## src/rtl/async_rx_pkg.sv

```systemverilog
package async_rx_pkg;

  typedef enum logic [2:0] {
    ST_IDLE,
    ST_START,
    ST_DATA,
    ST_PAR,
    ST_STOP,
    ST_STOP2
  } rx_state_e;

  typedef struct packed {
    logic len7;
    logic par_en;
    logic par_odd;
    logic two_stop;
  } rx_cfg_t;

endpackage

```

## src/rtl/rx_line_sync.sv

```systemverilog
module rx_line_sync #(
  parameter int STAGES = 2
) (
  input  logic clk,
  input  logic rst_n,
  input  logic line_i,
  output logic line_o
);
  logic [STAGES-1:0] sync_q, sync_d;

  always_comb begin
    sync_d = {sync_q[STAGES-2:0], line_i};
  end

  always_ff @(posedge clk or negedge rst_n) begin
    if (!rst_n) sync_q <= '1;
    else        sync_q <= sync_d;
  end

  assign line_o = sync_q[STAGES-1];
endmodule

```

## src/rtl/rx_frame_fsm.sv

```systemverilog
module rx_frame_fsm
  import async_rx_pkg::*;
#(
  parameter int DATA_W  = 8,
  parameter int OS_RATE = 16
) (
  input  logic              clk,
  input  logic              rst_n,
  input  logic              tick_i,
  input  logic              line_i,
  input  logic              locked_i,
  input  rx_cfg_t           cfg_i,
  output logic              done_o,
  output logic [DATA_W-1:0] word_o,
  output logic              par_ok_o,
  output logic              stop_ok_o
);
  localparam int CNT_W = $clog2(OS_RATE);
  localparam int IDX_W = $clog2(DATA_W);
  localparam logic [CNT_W-1:0] HALF_CNT = CNT_W'(OS_RATE/2 - 1);
  localparam logic [CNT_W-1:0] LAST_CNT = CNT_W'(OS_RATE - 1);

  rx_state_e         state_q, state_d;
  logic [CNT_W-1:0]  cnt_q, cnt_d;
  logic [IDX_W-1:0]  idx_q, idx_d;
  logic [DATA_W-1:0] shreg_q, shreg_d;
  logic              acc_q, acc_d;
  rx_cfg_t           cfg_q, cfg_d;
  logic              cnt_wrap;
  logic [IDX_W-1:0]  last_idx;

  assign cnt_wrap = (cnt_q == LAST_CNT);
  assign last_idx = cfg_q.len7 ? IDX_W'(DATA_W-2) : IDX_W'(DATA_W-1);

  always_comb begin
    state_d = state_q;
    cnt_d   = cnt_q;
    idx_d   = idx_q;
    shreg_d = shreg_q;
    acc_d   = acc_q;
    cfg_d   = cfg_q;
    done_o  = 1'b0;
    unique case (state_q)
      ST_IDLE: begin
        if (tick_i && !locked_i && !line_i) begin
          state_d = ST_START;
          cnt_d   = '0;
          idx_d   = '0;
          shreg_d = '0;
          acc_d   = 1'b0;
          cfg_d   = cfg_i;
        end
      end
      ST_START: begin
        if (tick_i) begin
          if (cnt_q == HALF_CNT) begin
            cnt_d   = '0;
            state_d = line_i ? ST_IDLE : ST_DATA;
          end else begin
            cnt_d = cnt_q + 1'b1;
          end
        end
      end
      ST_DATA: begin
        if (tick_i) begin
          if (cnt_wrap) begin
            cnt_d          = '0;
            shreg_d[idx_q] = line_i;
            acc_d          = acc_q ^ line_i;
            idx_d          = idx_q + 1'b1;
            if (idx_q == last_idx) state_d = cfg_q.par_en ? ST_PAR : ST_STOP;
          end else begin
            cnt_d = cnt_q + 1'b1;
          end
        end
      end
      ST_PAR: begin
        if (tick_i) begin
          if (cnt_wrap) begin
            cnt_d   = '0;
            acc_d   = acc_q ^ line_i;
            state_d = ST_STOP;
          end else begin
            cnt_d = cnt_q + 1'b1;
          end
        end
      end
      ST_STOP: begin
        if (tick_i) begin
          if (cnt_wrap) begin
            cnt_d   = '0;
            done_o  = 1'b1;
            state_d = cfg_q.two_stop ? ST_STOP2 : ST_IDLE;
          end else begin
            cnt_d = cnt_q + 1'b1;
          end
        end
      end
      ST_STOP2: begin
        if (tick_i) begin
          if (cnt_wrap) begin
            cnt_d   = '0;
            state_d = ST_IDLE;
          end else begin
            cnt_d = cnt_q + 1'b1;
          end
        end
      end
      default: state_d = ST_IDLE;
    endcase
  end

  always_ff @(posedge clk or negedge rst_n) begin
    if (!rst_n) begin
      state_q <= ST_IDLE;
      cnt_q   <= '0;
      idx_q   <= '0;
      shreg_q <= '0;
      acc_q   <= 1'b0;
      cfg_q   <= '0;
    end else begin
      state_q <= state_d;
      cnt_q   <= cnt_d;
      idx_q   <= idx_d;
      shreg_q <= shreg_d;
      acc_q   <= acc_d;
      cfg_q   <= cfg_d;
    end
  end

  assign word_o    = shreg_q;
  assign stop_ok_o = line_i;
  assign par_ok_o  = !cfg_q.par_en || (acc_q == cfg_q.par_odd);

  // the captured format holds for the whole frame
  p_cfg_hold_r12: assert property (@(posedge clk) disable iff (!rst_n)
    (state_q != ST_IDLE && $past(state_q) != ST_IDLE) |-> cfg_q == $past(cfg_q));

  // no frame starts while locked
  p_no_start_locked_r8: assert property (@(posedge clk) disable iff (!rst_n)
    (state_q == ST_IDLE && locked_i) |=> state_q == ST_IDLE);
endmodule

```

## src/rtl/rx_status_regs.sv

```systemverilog
module rx_status_regs #(
  parameter int DATA_W = 8
) (
  input  logic              clk,
  input  logic              rst_n,
  input  logic              done_i,
  input  logic [DATA_W-1:0] word_i,
  input  logic              par_ok_i,
  input  logic              stop_ok_i,
  input  logic              rd_ack_i,
  input  logic              clr_ovr_i,
  input  logic              clr_frm_i,
  input  logic              clr_par_i,
  output logic [DATA_W-1:0] data_o,
  output logic              ready_o,
  output logic              ovr_o,
  output logic              frm_o,
  output logic              par_o,
  output logic              locked_o
);
  logic [DATA_W-1:0] data_q, data_d;
  logic rdy_q, rdy_d, ovr_q, ovr_d, frm_q, frm_d, par_q, par_d;
  logic load, set_ovr, set_frm, set_par;

  always_comb begin
    load    = done_i && stop_ok_i && par_ok_i && !rdy_q;
    set_ovr = done_i && rdy_q;
    set_frm = done_i && !stop_ok_i;
    set_par = done_i && !par_ok_i;
    data_d  = load ? word_i : data_q;
    rdy_d   = load || (rdy_q && !rd_ack_i);
    ovr_d   = set_ovr || (ovr_q && !clr_ovr_i);
    frm_d   = set_frm || (frm_q && !clr_frm_i);
    par_d   = set_par || (par_q && !clr_par_i);
  end

  always_ff @(posedge clk or negedge rst_n) begin
    if (!rst_n) begin
      data_q <= '0;
      rdy_q  <= 1'b0;
      ovr_q  <= 1'b0;
      frm_q  <= 1'b0;
      par_q  <= 1'b0;
    end else begin
      data_q <= data_d;
      rdy_q  <= rdy_d;
      ovr_q  <= ovr_d;
      frm_q  <= frm_d;
      par_q  <= par_d;
    end
  end

  assign data_o   = data_q;
  assign ready_o  = rdy_q;
  assign ovr_o    = ovr_q;
  assign frm_o    = frm_q;
  assign par_o    = par_q;
  assign locked_o = ovr_q || frm_q || par_q;

  p_frm_set_r5: assert property (@(posedge clk) disable iff (!rst_n)
    (done_i && !stop_ok_i) |=> frm_q);

  p_par_set_r4: assert property (@(posedge clk) disable iff (!rst_n)
    (done_i && !par_ok_i) |=> par_q);

  p_ovr_keep_r7: assert property (@(posedge clk) disable iff (!rst_n)
    (done_i && rdy_q) |=> (ovr_q && $stable(data_q)));

  p_clr_ovr_r9: assert property (@(posedge clk) disable iff (!rst_n)
    (clr_ovr_i && !done_i) |=> !ovr_q);

  p_ack_r9: assert property (@(posedge clk) disable iff (!rst_n)
    (rd_ack_i && !done_i) |=> (!rdy_q && $stable(data_q)));
endmodule

```

## src/rtl/async_rx.sv

```systemverilog
module async_rx
  import async_rx_pkg::*;
#(
  parameter int DATA_W      = 8,
  parameter int OS_RATE     = 16,
  parameter int SYNC_STAGES = 2
) (
  input  logic              clk,
  input  logic              rst_n,
  input  logic              os_tick,
  input  logic              rxd,
  input  logic              cfg_len7,
  input  logic              cfg_par_en,
  input  logic              cfg_par_odd,
  input  logic              cfg_two_stop,
  input  logic              rd_ack,
  input  logic              clr_ovr,
  input  logic              clr_frm,
  input  logic              clr_par,
  output logic [DATA_W-1:0] rx_data,
  output logic              rx_ready,
  output logic              err_ovr,
  output logic              err_frm,
  output logic              err_par,
  output logic              line_level
);
  logic              line_s, done, par_ok, stop_ok, locked;
  logic [DATA_W-1:0] word;
  rx_cfg_t           cfg;

  assign cfg = '{len7: cfg_len7, par_en: cfg_par_en,
                 par_odd: cfg_par_odd, two_stop: cfg_two_stop};

  rx_line_sync #(.STAGES(SYNC_STAGES)) u_sync (
    .clk(clk), .rst_n(rst_n), .line_i(rxd), .line_o(line_s)
  );

  rx_frame_fsm #(.DATA_W(DATA_W), .OS_RATE(OS_RATE)) u_fsm (
    .clk(clk), .rst_n(rst_n), .tick_i(os_tick), .line_i(line_s),
    .locked_i(locked), .cfg_i(cfg), .done_o(done), .word_o(word),
    .par_ok_o(par_ok), .stop_ok_o(stop_ok)
  );

  rx_status_regs #(.DATA_W(DATA_W)) u_stat (
    .clk(clk), .rst_n(rst_n), .done_i(done), .word_i(word),
    .par_ok_i(par_ok), .stop_ok_i(stop_ok), .rd_ack_i(rd_ack),
    .clr_ovr_i(clr_ovr), .clr_frm_i(clr_frm), .clr_par_i(clr_par),
    .data_o(rx_data), .ready_o(rx_ready), .ovr_o(err_ovr),
    .frm_o(err_frm), .par_o(err_par), .locked_o(locked)
  );

  assign line_level = line_s;

  // no word is delivered while a flag is pending
  p_lock_no_load_r8: assert property (@(posedge clk) disable iff (!rst_n)
    (err_ovr || err_frm || err_par) |=> !$rose(rx_ready));
endmodule

```

## config.mk

```make
export PLATFORM = sky130hd
export DESIGN_NAME = async_rx
export DESIGN_NICKNAME = d
export VERILOG_FILES = /design/src/rtl/async_rx_pkg.sv /design/src/rtl/rx_line_sync.sv /design/src/rtl/rx_frame_fsm.sv /design/src/rtl/rx_status_regs.sv /design/src/rtl/async_rx.sv
export SDC_FILE = /design/constraint.sdc
export NUM_CORES = 1
export LEC_CHECK = 0
export BUFFER_PORTS_ARGS = -buffer_cell sky130_fd_sc_hd__buf_2
export CAP_MARGIN = 10
export CORE_UTILIZATION = 40
export CTS_CLUSTER_SIZE = 10
export DETAILED_ROUTE_END_ITERATION = 12
export PLACE_DENSITY_LB_ADDON = 0.12
export SLEW_MARGIN = 20
export SYNTH_ARGS = -nofsm -noshare
export SYNTH_HDL_FRONTEND = slang
export SYNTH_SLANG_ARGS = --single-unit
```

## constraint.sdc

```tcl
create_clock -name clk -period 2.4 [get_ports clk]
set_input_delay 0.48 -clock clk [delete_from_list [all_inputs] [get_ports clk]]
set_output_delay 0.48 -clock clk [all_outputs]
set_load 0.02 [all_outputs]
```

Word level (Yosys, flattened, before mapping)
Index checks and enable logic that the tools add are counted.
- memories kept: 0
- register bits: 37
- bits in read-only memories: 0
- word-level logic and storage cells: 125
- output and inout port bits: 13
- bits in latches: 0
- bits in writable memories: 0
- input bits: 12
- multiplexer cells: 41
- add/subtract/negate cells: 2
- multiply operators: 0
- equal/unequal tests: 24
- bitwise operators: 1
- $lt $le $gt $ge: 2
- shift-type cells: 0
- reductions and logical operators: 40
- div/mod/pow operators: 0
- operator list (kind ; number):
    $mux W3 ; 17
    $mux W8 ; 3
    $mux W4 ; 5
    $ne A2 B1 Y1 const B ; 10
    $pmux W3 S6 ; 1
    $pmux W8 S2 ; 1
    $logic_and A1 B1 Y1 ; 13
    $pmux W4 S3 ; 1
    $reduce_and A12 Y1 ; 1
    $reduce_and A4 Y1 ; 3
    $ne A2 B2 Y1 const B ; 5
    $logic_not A1 Y1 ; 9
    $bwmux W8 ; 1
    $mux W1 ; 8
    $logic_or A1 B1 Y1 ; 7
    $eq A3 B2 Y1 const B ; 2
    $eq A3 B3 Y1 const B ; 2
    $pmux W3 S2 ; 1
    $add A4 B1 Y4 const B ; 1
    $eq A4 B3 Y1 const B ; 1
    $eq A4 B4 Y1 const B ; 1
    $lt A3 B4 Y1 const B ; 1
    $reduce_bool A2 Y1 ; 2
    $reduce_or A4 Y1 ; 1
    13 further kinds ; 13

Logic depth before layout (Yosys ltp)
Gate-level depths: netlist of the first run.
- depth in word-level cells: 8
- mapped depth: 6
- mapped depth without buffers: 5

Cells and area by module
A second synthesis of the first run with hierarchy kept.
- cells, all modules: 185
- area, all modules: 1876.8 sq um
- by module, submodules not included (module ; cells each ; area each (sq um) ; instances):
    rx_frame_fsm ; 152 ; 1362.6 ; 1
    rx_status_regs ; 31 ; 461.7 ; 1
    rx_line_sync ; 2 ; 52.6 ; 1

Worst setup path before layout of the first run
No wires, ideal clock.
- path type: register -> register
- start: reg u_fsm.cnt_q[0]
- end: reg u_stat.data_q[0], in the netlist u_stat.data_o[0]
- path slack: 0.497 ns
- arrival time: 1.779 ns
- required time: 2.275 ns
- clock period less this slack: 1.903 ns
- cell stages (with the launch flop): 6
- cells stage by stage: dfrtp_1 ha_1 and4_1 nand3_2 nor4b_4 mux2_2
- word-level cells in the longest chain between the ends: 7
- ends and longest elaborated chain (what ; RTL line ; source):
    from (decl) ; rx_frame_fsm.sv:24 ; logic [CNT_W-1:0] cnt_q, cnt_d;
    from (signal assigned) ; rx_frame_fsm.sv:123 ; cnt_q <= cnt_d;
    $eq A4 B4 Y1 ; rx_frame_fsm.sv:32 ; assign cnt_wrap = (cnt_q == LAST_CNT);
    $mux W1 ; rx_frame_fsm.sv:90 ; if (cnt_wrap) begin
    $mux W1 ; rx_frame_fsm.sv:89 ; if (tick_i) begin
    $mux W1 ; rx_frame_fsm.sv:43 ; unique case (state_q)
    $logic_and A1 B1 Y1 (3 in series) ; rx_status_regs.sv:26 ; load = done_i && stop_ok_i && par_ok_i && !rdy_q;
    to (signal assigned) ; rx_status_regs.sv:45 ; data_q <= data_d;
    to (decl) ; rx_status_regs.sv:21 ; logic [DATA_W-1:0] data_q, data_d;
Every way passes these cells.
A chain may end at the register's enable or synchronous reset.

Worst setup path in the final report of the first run
- start: reg u_fsm.cnt_q[0]
- end: reg u_fsm.state_q[0]
- word-level cells in the longest chain between the ends: 3
- elaborated cells between the ends (all ways): 8
- those cells by class: eq/ne (7); reduce/logical (1)
- ends and longest elaborated chain (what ; RTL line ; source):
    $eq A4 B4 Y1 / $eq A4 B3 Y1 (equally long branches) ; rx_frame_fsm.sv:32, rx_frame_fsm.sv:56 ;
    $ne A2 B1 Y1 (no line) ; - ;
    $reduce_and A12 Y1 (no line) (*) ; - ;
    to (signal assigned) ; rx_frame_fsm.sv:122 ; state_q <= state_d;
    to (decl) ; rx_frame_fsm.sv:23 ; rx_state_e state_q, state_d;
Mark *: on every way between the ends. The rest lies on a longest branch, timed or not.

==> impl_metrics.toml, run 1 <==
[worst_setup_path]
critPathMaxFanout = 12
end_kind = "flop"
crit_type = "reg2reg"
arrival_ns = 2.27
cp-start-kind = "flop"
worstPathRequired_ns = 2.57

[yosys]
synth_fp_nets = 187
synth_top_area_share = 0.4844
synth_area_leaders = "dfrtp_1, mux2_2, nand2_1, mux2i_1, dfstp_2"
yosys_most_used_dff = "dfrtp_1"
synth_cell_types = 46
yosys-top-cells-count = "dfrtp_1, nand2_1, nand3_1"
ys_warn_count = 0
synthArstFlopShare = 1.000
syn_area_per_cell_um2 = 10.45
syn_area_um2 = 1808
synth_edf_count = 0
synth-seq-cells = 37
syn_inst = 173
yosys.area.top_type = "dfrtp_1"
ys_seq_area_frac = 0.5135
synth_most_common_cell = "dfrtp_1"

[grt]
antenna_found_initial = 0
grt_pass1_vias = 1313
grt_usage = 0.1703
grt_pass1_wl_um = 6375
grt_max_degree = 38
grt-ovfl-total = 0

[finish]
final_util = 0.4802
layout-drive-gt1-share = 0.2660
insertedDiodeCount = 0
fin_nets = 216
final_cells = 255
syn_to_final_growth_pct = 15.64
nFillCells = 413

[floorplan]
start_util = 0.4152
ios = 25
die_height_um = 69.23
die_area_um2 = 4793
die_x_um = 69.23
num_rows = 24
core_area_um2 = 4354

[detailed_routing]
drt_pass1_iterations = 4
drt_iter0_markers = 144
via_per_inst = 5.514
antenna_left = 0
vias = 1406
drc = 0
routed_wl_um = 3730
wl_per_cell_um = 14.63

[sta]
rsz0062_at_grt = "false"
tightest_slew_ns = 0.8182
slew_headroom = 0.4546
final-max-slew-violation-count = 0
maxClockFrequency_ghz = 0.4770
finClkSkew_ns = 0.005080
final.setup.worst_slack_ns = 0.3036
setup_violations = 0
period_needed_ns = 2.096
post-route-period-util = 0.8735
finalSetupTns_ns = 0
finalHoldViolations = 0

[place]
dp.cells = 247
hpwl_um = 2689
port_buffers = 24
place_ws_ns = 0.3284
gp_congestion = 0.8951

[power_and_ir_drop]
power_leakage_nw = 1.027
p_per_area_nw_per_um2 = 830.4
ir_drop_mv = 0.4205
power.total_mw = 1.736

[clock_tree]
cts.sinks = 37
cts.path.max_buffers = 2
clk_pin_slew_ns = 0.07
clk_latency_ns = 0.28
cts_setup_buffers = 0
cts-root-buf = "clkbuf_8"
hold_buffers = 0
postCtsResizedCells = 0
cts_made_buffers = 5
cts_tree = "done"
htreeDepth = 2

[run]
cap_violations = 0

[outcome]
outcome = "complete, no violations"

[hold_path]
hold_path.class = "in2async"
-- cells by family (layout without fill, tap and decap cells) --
kind of cell             count (synthesis)  in the layout  share of synthesized area
AND/OR/NAND/NOR                         66             66                     0.2069
flip-flops                              37             37                     0.5135
AO/OA/AOI/OAI                           31             31                     0.1204
buffers and inverters                   19             49                    0.04152
multiplexers                            15             15                    0.08928
XOR/XNOR                                 3              3                    0.01454
adder cells (fa/ha/maj)                  2              2                    0.01384
-- per-stage QoR --
step           hold slack (ns)  area, um^2
4_1_cts                 0.2838        2091
2_1_floorplan           0.1844        1808
3_3_place_gp            0.3477        2008
6_report                0.2897        2091
3_5_place_dp            0.3488        2008
5_1_grt                 0.2702        2091
-- cell type report --
type	instances	area [um^2]	area share
Sequential cell	37	928.4	0.4440
Multi-Input combinational cell	117	804.5	0.3848
Timing Repair Buffer	31	172.7	0.08259
Clock buffer	6	72.57	0.03471
Tap cell	52	65.06	0.03112
Inverter	10	37.54	0.01795
Clock inverter	2	10.01	0.004788
-- cells in the final DEF, fill, tap and decap left out, types with 2 or more instances in the layout --
cell type,instances
dfrtp_1,35
buf_2,24
nand2_1,20
nand3_1,10
inv_1,9
nor2_1,9
mux2_2,9
o21ai_0,7
buf_4,7
mux2i_1,6
clkbuf_8,5
o22ai_1,4
xor2_1,3
nor3_1,3
a21oi_1,3
o211ai_1,3
nand4b_1,3
nor2b_1,3
nand2b_1,3
nand4_1,3
and2_1,2
a221oi_1,2
ha_1,2
clkinv_2,2
dfstp_2,2
-- path summary, 6_finish.rpt --
path                                                 to                  startpoint  slack, ns  cells past startpoint
hold / removal                   u_stat.par_o$_DFF_PN0_                       rst_n       0.29                      1
setup / recovery           u_fsm.state_q[0]$_DFFE_PN0P_  u_fsm.cnt_q[0]$_DFFE_PN0P_       0.30                      6
hold reg to reg              u_sync.sync_q[1]$_DFF_PN1_  u_sync.sync_q[0]$_DFF_PN1_       0.36                      0
min in group clk             u_sync.sync_q[0]$_DFF_PN1_                         rxd       0.30                      1
max in group asynchronous    u_fsm.idx_q[2]$_DFFE_PN0P_                       rst_n       1.59                      1
setup reg to reg           u_fsm.state_q[0]$_DFFE_PN0P_  u_fsm.cnt_q[0]$_DFFE_PN0P_       0.30                      6
-- worst max-delay path, cell delays in order, from the launching register on --
cell      delay, ns
dfrtp_1        0.41
ha_1           0.27
and4_1         0.25
buf_4          0.18
a211oi_1       0.33
a211o_1        0.22
mux2_2         0.34
-- where the power goes --
group | internal [mW] | switching, mW
Sequential | 0.713 | 0.125
Clock | 0.201 | 0.211
Combinational | 0.206 | 0.280
Total | 1.12 | 0.617
-- sequential cells by signal, indices dropped and copies added (netlist names) --
signal          cells
u_fsm.cnt_q         4
u_fsm.idx_q         3
u_stat.data_o       8
u_fsm.cfg_q         4
u_stat.frm_o        1
u_sync.sync_q       2
u_fsm.acc_q         1
u_fsm.state_q       3
u_stat.par_o        1
u_stat.ovr_o        1
u_fsm.word_o        8
u_stat.ready_o      1
-- per-layer routing --
metal,vias to the layer above,share of wire,track usage
li1,682,-,-
met1,661,0.46,0.2255
met2,54,0.47,0.2654
met3,9,0.048,0.04942
met4,0,0.021,0.06349
met5,-,0,0
Note: power is estimated with default switching activity, not from simulation.
==> run 2, diff against run 1 <==
--- a/config.mk
+++ b/config.mk
@@ -5,12 +5,13 @@
 export SDC_FILE = /design/constraint.sdc
 export NUM_CORES = 1
 export LEC_CHECK = 0
+export ABC_CLOCK_PERIOD_IN_PS = 2400
 export BUFFER_PORTS_ARGS = -buffer_cell sky130_fd_sc_hd__buf_2
 export CAP_MARGIN = 10
 export CORE_UTILIZATION = 40
 export CTS_CLUSTER_SIZE = 10
 export DETAILED_ROUTE_END_ITERATION = 12
-export PLACE_DENSITY_LB_ADDON = 0.12
+export PLACE_DENSITY = 0.62
 export SLEW_MARGIN = 20
 export SYNTH_ARGS = -nofsm -noshare
 export SYNTH_HDL_FRONTEND = slang
==> constraint.sdc (replaced) <==
create_clock -name clk -period 2.4 [get_ports clk]
set_input_delay 0.48 -clock clk [delete_from_list [all_inputs] [get_ports clk]]
set_output_delay 0.48 -clock clk [all_outputs]
set_load 0.05 [all_outputs]
==> run 2 against run 1 <==
Global-route usage is 0.82 points higher. Non-clock buffer count stayed put. Worst setup slack worse by 0.033 ns. Fmax is 1.6% lower. Cell area is 1.8% higher.
==> impl_metrics.toml, run 2 (synthesis gave the netlist of run 1 again) <==
[outcome]
outcome = "complete, no violations"

[floorplan]
die_height_um = 69.23
die_x_um = 69.23
ios = 25
num_rows = 24
core_area_um2 = 4354
die_area_um2 = 4793
start_util = 0.4152

[place]
place_ws_ns = 0.3217
placed_cell_area_um2 = 2008
hpwl_um = 2824
gp_congestion = 0.8521
port_buffers = 24

[clock_tree]
cts_made_buffers = 5
clk_pin_slew_ns = 0.08
htreeDepth = 2
postCtsResizedCells = 0
cts.sinks = 37
hold_buffers = 0
cts.path.max_buffers = 2
cts_setup_buffers = 0
clk_latency_ns = 0.29
cts-root-buf = "clkbuf_8"
cts_tree = "done"

[grt]
grt_pass1_wl_um = 6720
grt_usage = 0.1785
grt-ovfl-total = 0
antenna_found_initial = 0
grt_max_degree = 38
grt_pass1_vias = 1419

[finish]
most-common-layout-cells = "dfrtp_1, buf_2, nand2_1, nand3_1"
multi_input_area_um2 = 804.5
final_area_um2 = 2128
layout_commonest_cell = "dfrtp_1"
nFillCells = 415
insertedDiodeCount = 0
syn_to_final_growth_pct = 17.72
layout-drive-gt1-share = 0.2709
regArea_um2 = 928.4
fin_nets = 216

[worst_setup_path]
critPathMaxFanout = 12
worstPathRequired_ns = 2.58
end_kind = "flop"
crit_type = "reg2reg"
arrival_ns = 2.31
cp-start-kind = "flop"

[sta]
finClkSkew_ns = 0.01310
rsz0062_at_grt = "false"
tightest_slew_ns = 0.7977
period_needed_ns = 2.130
setup_violations = 0
slew_headroom = 0.4682
maxClockFrequency_ghz = 0.4695
holdWs_ns = 0.2675
final.setup.worst_slack_ns = 0.2702
finalHoldViolations = 0
final-max-slew-violation-count = 0
post-route-period-util = 0.8874
finalSetupTns_ns = 0

[detailed_routing]
via_per_inst = 5.561
drt_pass1_iterations = 4
drt_iter0_markers = 101
vias = 1418
routed_wl_um = 3872
wl_per_cell_um = 15.18
drc = 0
antenna_left = 0

[power_and_ir_drop]
p_per_area_nw_per_um2 = 884.9
power.total_mw = 1.883
power_leakage_nw = 1.039
ir_drop_mv = 0.4742

[run]
cap_violations = 0

[hold_path]
hold_path.class = "in2async"
==> run 2: cell count changes in the layout (fill, tap and decap cells not counted) <==
cell	delta
clkinv_2	-2
bufinv_16	+1
clkinvlp_4	+1
clkbuf_1	-1
clkbuf_8	+1
==> run 2: worst paths after layout <==
path,start,to,slack (ns),cells past startpoint
worst min register to register,u_sync.sync_q[0]$_DFF_PN1_,u_sync.sync_q[1]$_DFF_PN1_,0.36,0
worst max-delay path,u_fsm.cnt_q[0]$_DFFE_PN0P_,u_fsm.state_q[0]$_DFFE_PN0P_,0.27,6
max in group asynchronous,rst_n,u_stat.data_o[0]$_DFFE_PN0P_,1.61,1
worst max register to register,u_fsm.cnt_q[0]$_DFFE_PN0P_,u_fsm.state_q[0]$_DFFE_PN0P_,0.27,6
min in group clk,rxd,u_sync.sync_q[0]$_DFF_PN1_,0.30,1
worst min-delay path,rst_n,u_fsm.cnt_q[2]$_DFFE_PN0P_,0.27,1
==> run 2: routing by layer <==
metal	vias up	share of wire	global-route usage	wire, um
met5	-	0	0	0
met4	0	0.021	0.08163	81
met3	9	0.045	0.05087	176
met2	40	0.51	0.2923	1956
met1	685	0.43	0.2178	1657
li1	684	-	-	-
==> run 2: final cells by class <==
class                   instances  area share
repair buffers                 31     0.08113
flip-flops and latches         37      0.4362
inverters                      10     0.01764
multi-input cells             117      0.3780
well taps                      52     0.03057
clock inverters                 2     0.01764
clock buffers                   6     0.03880
==> run 2: power by group <==
group	switching, mW	total (mW)	internal, mW	leakage (nW)
clock	0.214	0.552	0.338	0.0574
combinational	0.283	0.489	0.206	0.485
sequential	0.130	0.842	0.712	0.497
total	0.627	1.88	1.26	1.04
==> run 2: critical path, stage by stage (launching register included) <==
cell and delay (ns):
dfrtp_1 0.42, ha_1 0.27, and4_1 0.24, buf_4 0.18
a211oi_1 0.32, a211o_1 0.22, mux2_2 0.36
==> run 2: stage by stage <==
stage	util	std cells
2_1_floorplan	-	173
3_3_place_gp	0.4612	247
3_5_place_dp	0.4612	247
4_1_cts	0.4888	255
5_1_grt	0.4888	255
6_report	0.4888	255
==> run 3, diff against run 2 <==
--- a/config.mk
+++ b/config.mk
@@ -8,10 +8,12 @@
 export ABC_CLOCK_PERIOD_IN_PS = 2400
 export BUFFER_PORTS_ARGS = -buffer_cell sky130_fd_sc_hd__buf_2
 export CAP_MARGIN = 10
-export CORE_UTILIZATION = 40
+export CELL_PAD_IN_SITES_DETAIL_PLACEMENT = 1
+export CELL_PAD_IN_SITES_GLOBAL_PLACEMENT = 2
+export CORE_UTILIZATION = 36
 export CTS_CLUSTER_SIZE = 10
 export DETAILED_ROUTE_END_ITERATION = 12
-export PLACE_DENSITY = 0.62
+export PLACE_DENSITY = 0.81
 export SLEW_MARGIN = 20
 export SYNTH_ARGS = -nofsm -noshare
 export SYNTH_HDL_FRONTEND = slang
==> run 3 against run 2 <==
Sequential share of layout area fell by 0.58 points. Routed wire length increased by 9.7%. Worst setup slack hardly changed. Combinational power hardly changed. Final cell count is 5.5% higher. Clock power is 19% higher. Register-to-register slack is essentially flat. Largest power group unchanged. Clock skew decreased by 0.0038 ns. Sequential power about the same. Hold slack gained 0.0021 ns. Critical path depth did not move. Core utilization down 3.8 points.
==> impl_metrics.toml, run 3 (synthesis gave the netlist of run 1 again) <==
[outcome]
outcome = "complete, no violations"

[floorplan]
die_x_um = 72.87
die_height_um = 72.87
ios = 25
die_area_um2 = 5309
num_rows = 25
start_util = 0.3778
core_area_um2 = 4786

[place]
port_buffers = 24
hpwl_um = 3131
gp_congestion = 0.8756

[sta]
rsz0062_at_grt = "false"
setup_violations = 0
finalSetupTns_ns = 0
final-max-slew-violation-count = 0
maxClockFrequency_ghz = 0.4695
period_needed_ns = 2.130
finalHoldViolations = 0
tightest_slew_ns = 0.8113
finClkSkew_ns = 0.009267
post-route-period-util = 0.8874
slew_headroom = 0.4591

[worst_setup_path]
r2r_setup_slack_ns = 0.27
arrival_ns = 2.31
crit_cells = 6
cp.buffers_inverters = 1
cp_cell_sequence = "ha_1, and4_1, buf_4, a211oi_1, a211o_1, mux2_2"
cpLargestDelayFamily = "compound AO/OA/AOI/OAI gates"
critPathLaunch = "u_fsm.cnt_q[0]$_DFFE_PN0P_"
worstPathRequired_ns = 2.58
r2r_cells = 6
end_kind = "flop"
critPathMaxFanout = 12
cp-start-kind = "flop"
slowest_delay_ns = 0.42
endpoint = "u_fsm.state_q[0]$_DFFE_PN0P_"
regToRegEndpoint = "u_fsm.state_q[0]$_DFFE_PN0P_"
r2r-start = "u_fsm.cnt_q[0]$_DFFE_PN0P_"
crit_type = "reg2reg"
slowest_stage = "dfrtp_1"

[clock_tree]
hold_buffers = 0
cts.path.max_buffers = 2
cts-root-buf = "clkbuf_8"
cts_made_buffers = 5
cts.sinks = 37
htreeDepth = 2
cts_tree = "done"
clk_pin_slew_ns = 0.08
postCtsResizedCells = 0
cts_setup_buffers = 0
clk_latency_ns = 0.29

[run]
cap_violations = 0

[grt]
grt-ovfl-total = 0
grt_pass1_wl_um = 7389
grt_usage = 0.1851
grt_max_degree = 38
antenna_found_initial = 0
grt_pass1_vias = 1555

[detailed_routing]
drt_pass1_iterations = 2
drt_iter0_markers = 67
antenna_left = 0
routed_wl_um = 4249
vias = 1421
drc = 0
via_per_inst = 5.283
wl_per_cell_um = 15.80

[power_and_ir_drop]
power.total_mw = 1.988
power_leakage_nw = 1.046
ir_drop_mv = 0.3315
p_per_area_nw_per_um2 = 921.4

[finish]
layout-drive-gt1-share = 0.2673
layout_commonest_cell = "dfrtp_1"
fin_nets = 215
insertedDiodeCount = 0
syn_to_final_growth_pct = 19.31
most-common-layout-cells = "dfrtp_1, buf_2, nand2_1, nand3_1"

[hold_path]
hold_path.class = "in2async"
==> run 3: changes by cell type in the layout (fill, tap and decap cells not counted) <==
cell,before,now
buf_4,7,6
bufinv_16,1,2
clkbuf_8,6,5
clkinvlp_4,1,0
inv_6,0,1
==> run 3: metal layers <==
| metal | part of all wire | GRT usage | wire length (um) |
|---|---|---|---|
| met5 | 0 | 0 | 0 |
| met4 | 0.012 | 0.06754 | 52 |
| met3 | 0.016 | 0.03039 | 70 |
| met2 | 0.54 | 0.3281 | 2293 |
| met1 | 0.43 | 0.2263 | 1833 |
==> run 3: area by class of cell <==
| class | count | area [um^2] |
|---|---|---|
| clock inverter | 3 | 68.82 |
| timing repair buffer | 30 | 165.2 |
| tap | 67 | 83.83 |
| fill | 518 | 2629 |
| inverter | 10 | 37.54 |
| multi-input combinational | 117 | 804.5 |
| sequential | 37 | 928.4 |
| clock buffer | 5 | 68.82 |
==> run 3: worst min path at each step <==
stage	end	slack, ns	cells past startpoint
after global routing	u_sync.sync_q[0]$_DFF_PN1_	0.28	1
final	u_fsm.state_q[1]$_DFFE_PN0P_	0.27	1
after detailed placement	u_sync.sync_q[1]$_DFF_PN1_	0.36	0
after global placement	u_sync.sync_q[1]$_DFF_PN1_	0.35	0
after floorplan	u_fsm.acc_q$_DFFE_PN0P_	0.18	0
after CTS	u_sync.sync_q[0]$_DFF_PN1_	0.28	1
==> run 3: report_power, final <==
group          internal (mW)  leakage [nW]  total [mW]  switching [mW]
clock                  0.418        0.0687       0.656           0.237
sequential             0.712         0.497       0.845           0.133
combinational          0.202         0.481       0.487           0.285
==> run 3: per-stage QoR <==
stage | cells | setup WS [ns] | util | hold slack, ns | instance area, um^2
CTS | 269 | 0.2898 | 0.4507 | 0.2843 | 2157
global route | 269 | 0.1696 | 0.4507 | 0.2792 | 2157
global placement | 261 | 0.4193 | 0.4220 | 0.3466 | 2019
finish | 269 | 0.2702 | 0.4507 | 0.2696 | 2157
detailed placement | 261 | 0.3045 | 0.4220 | 0.3591 | 2019
floorplan | 173 | 0.3668 | - | 0.1844 | 1808
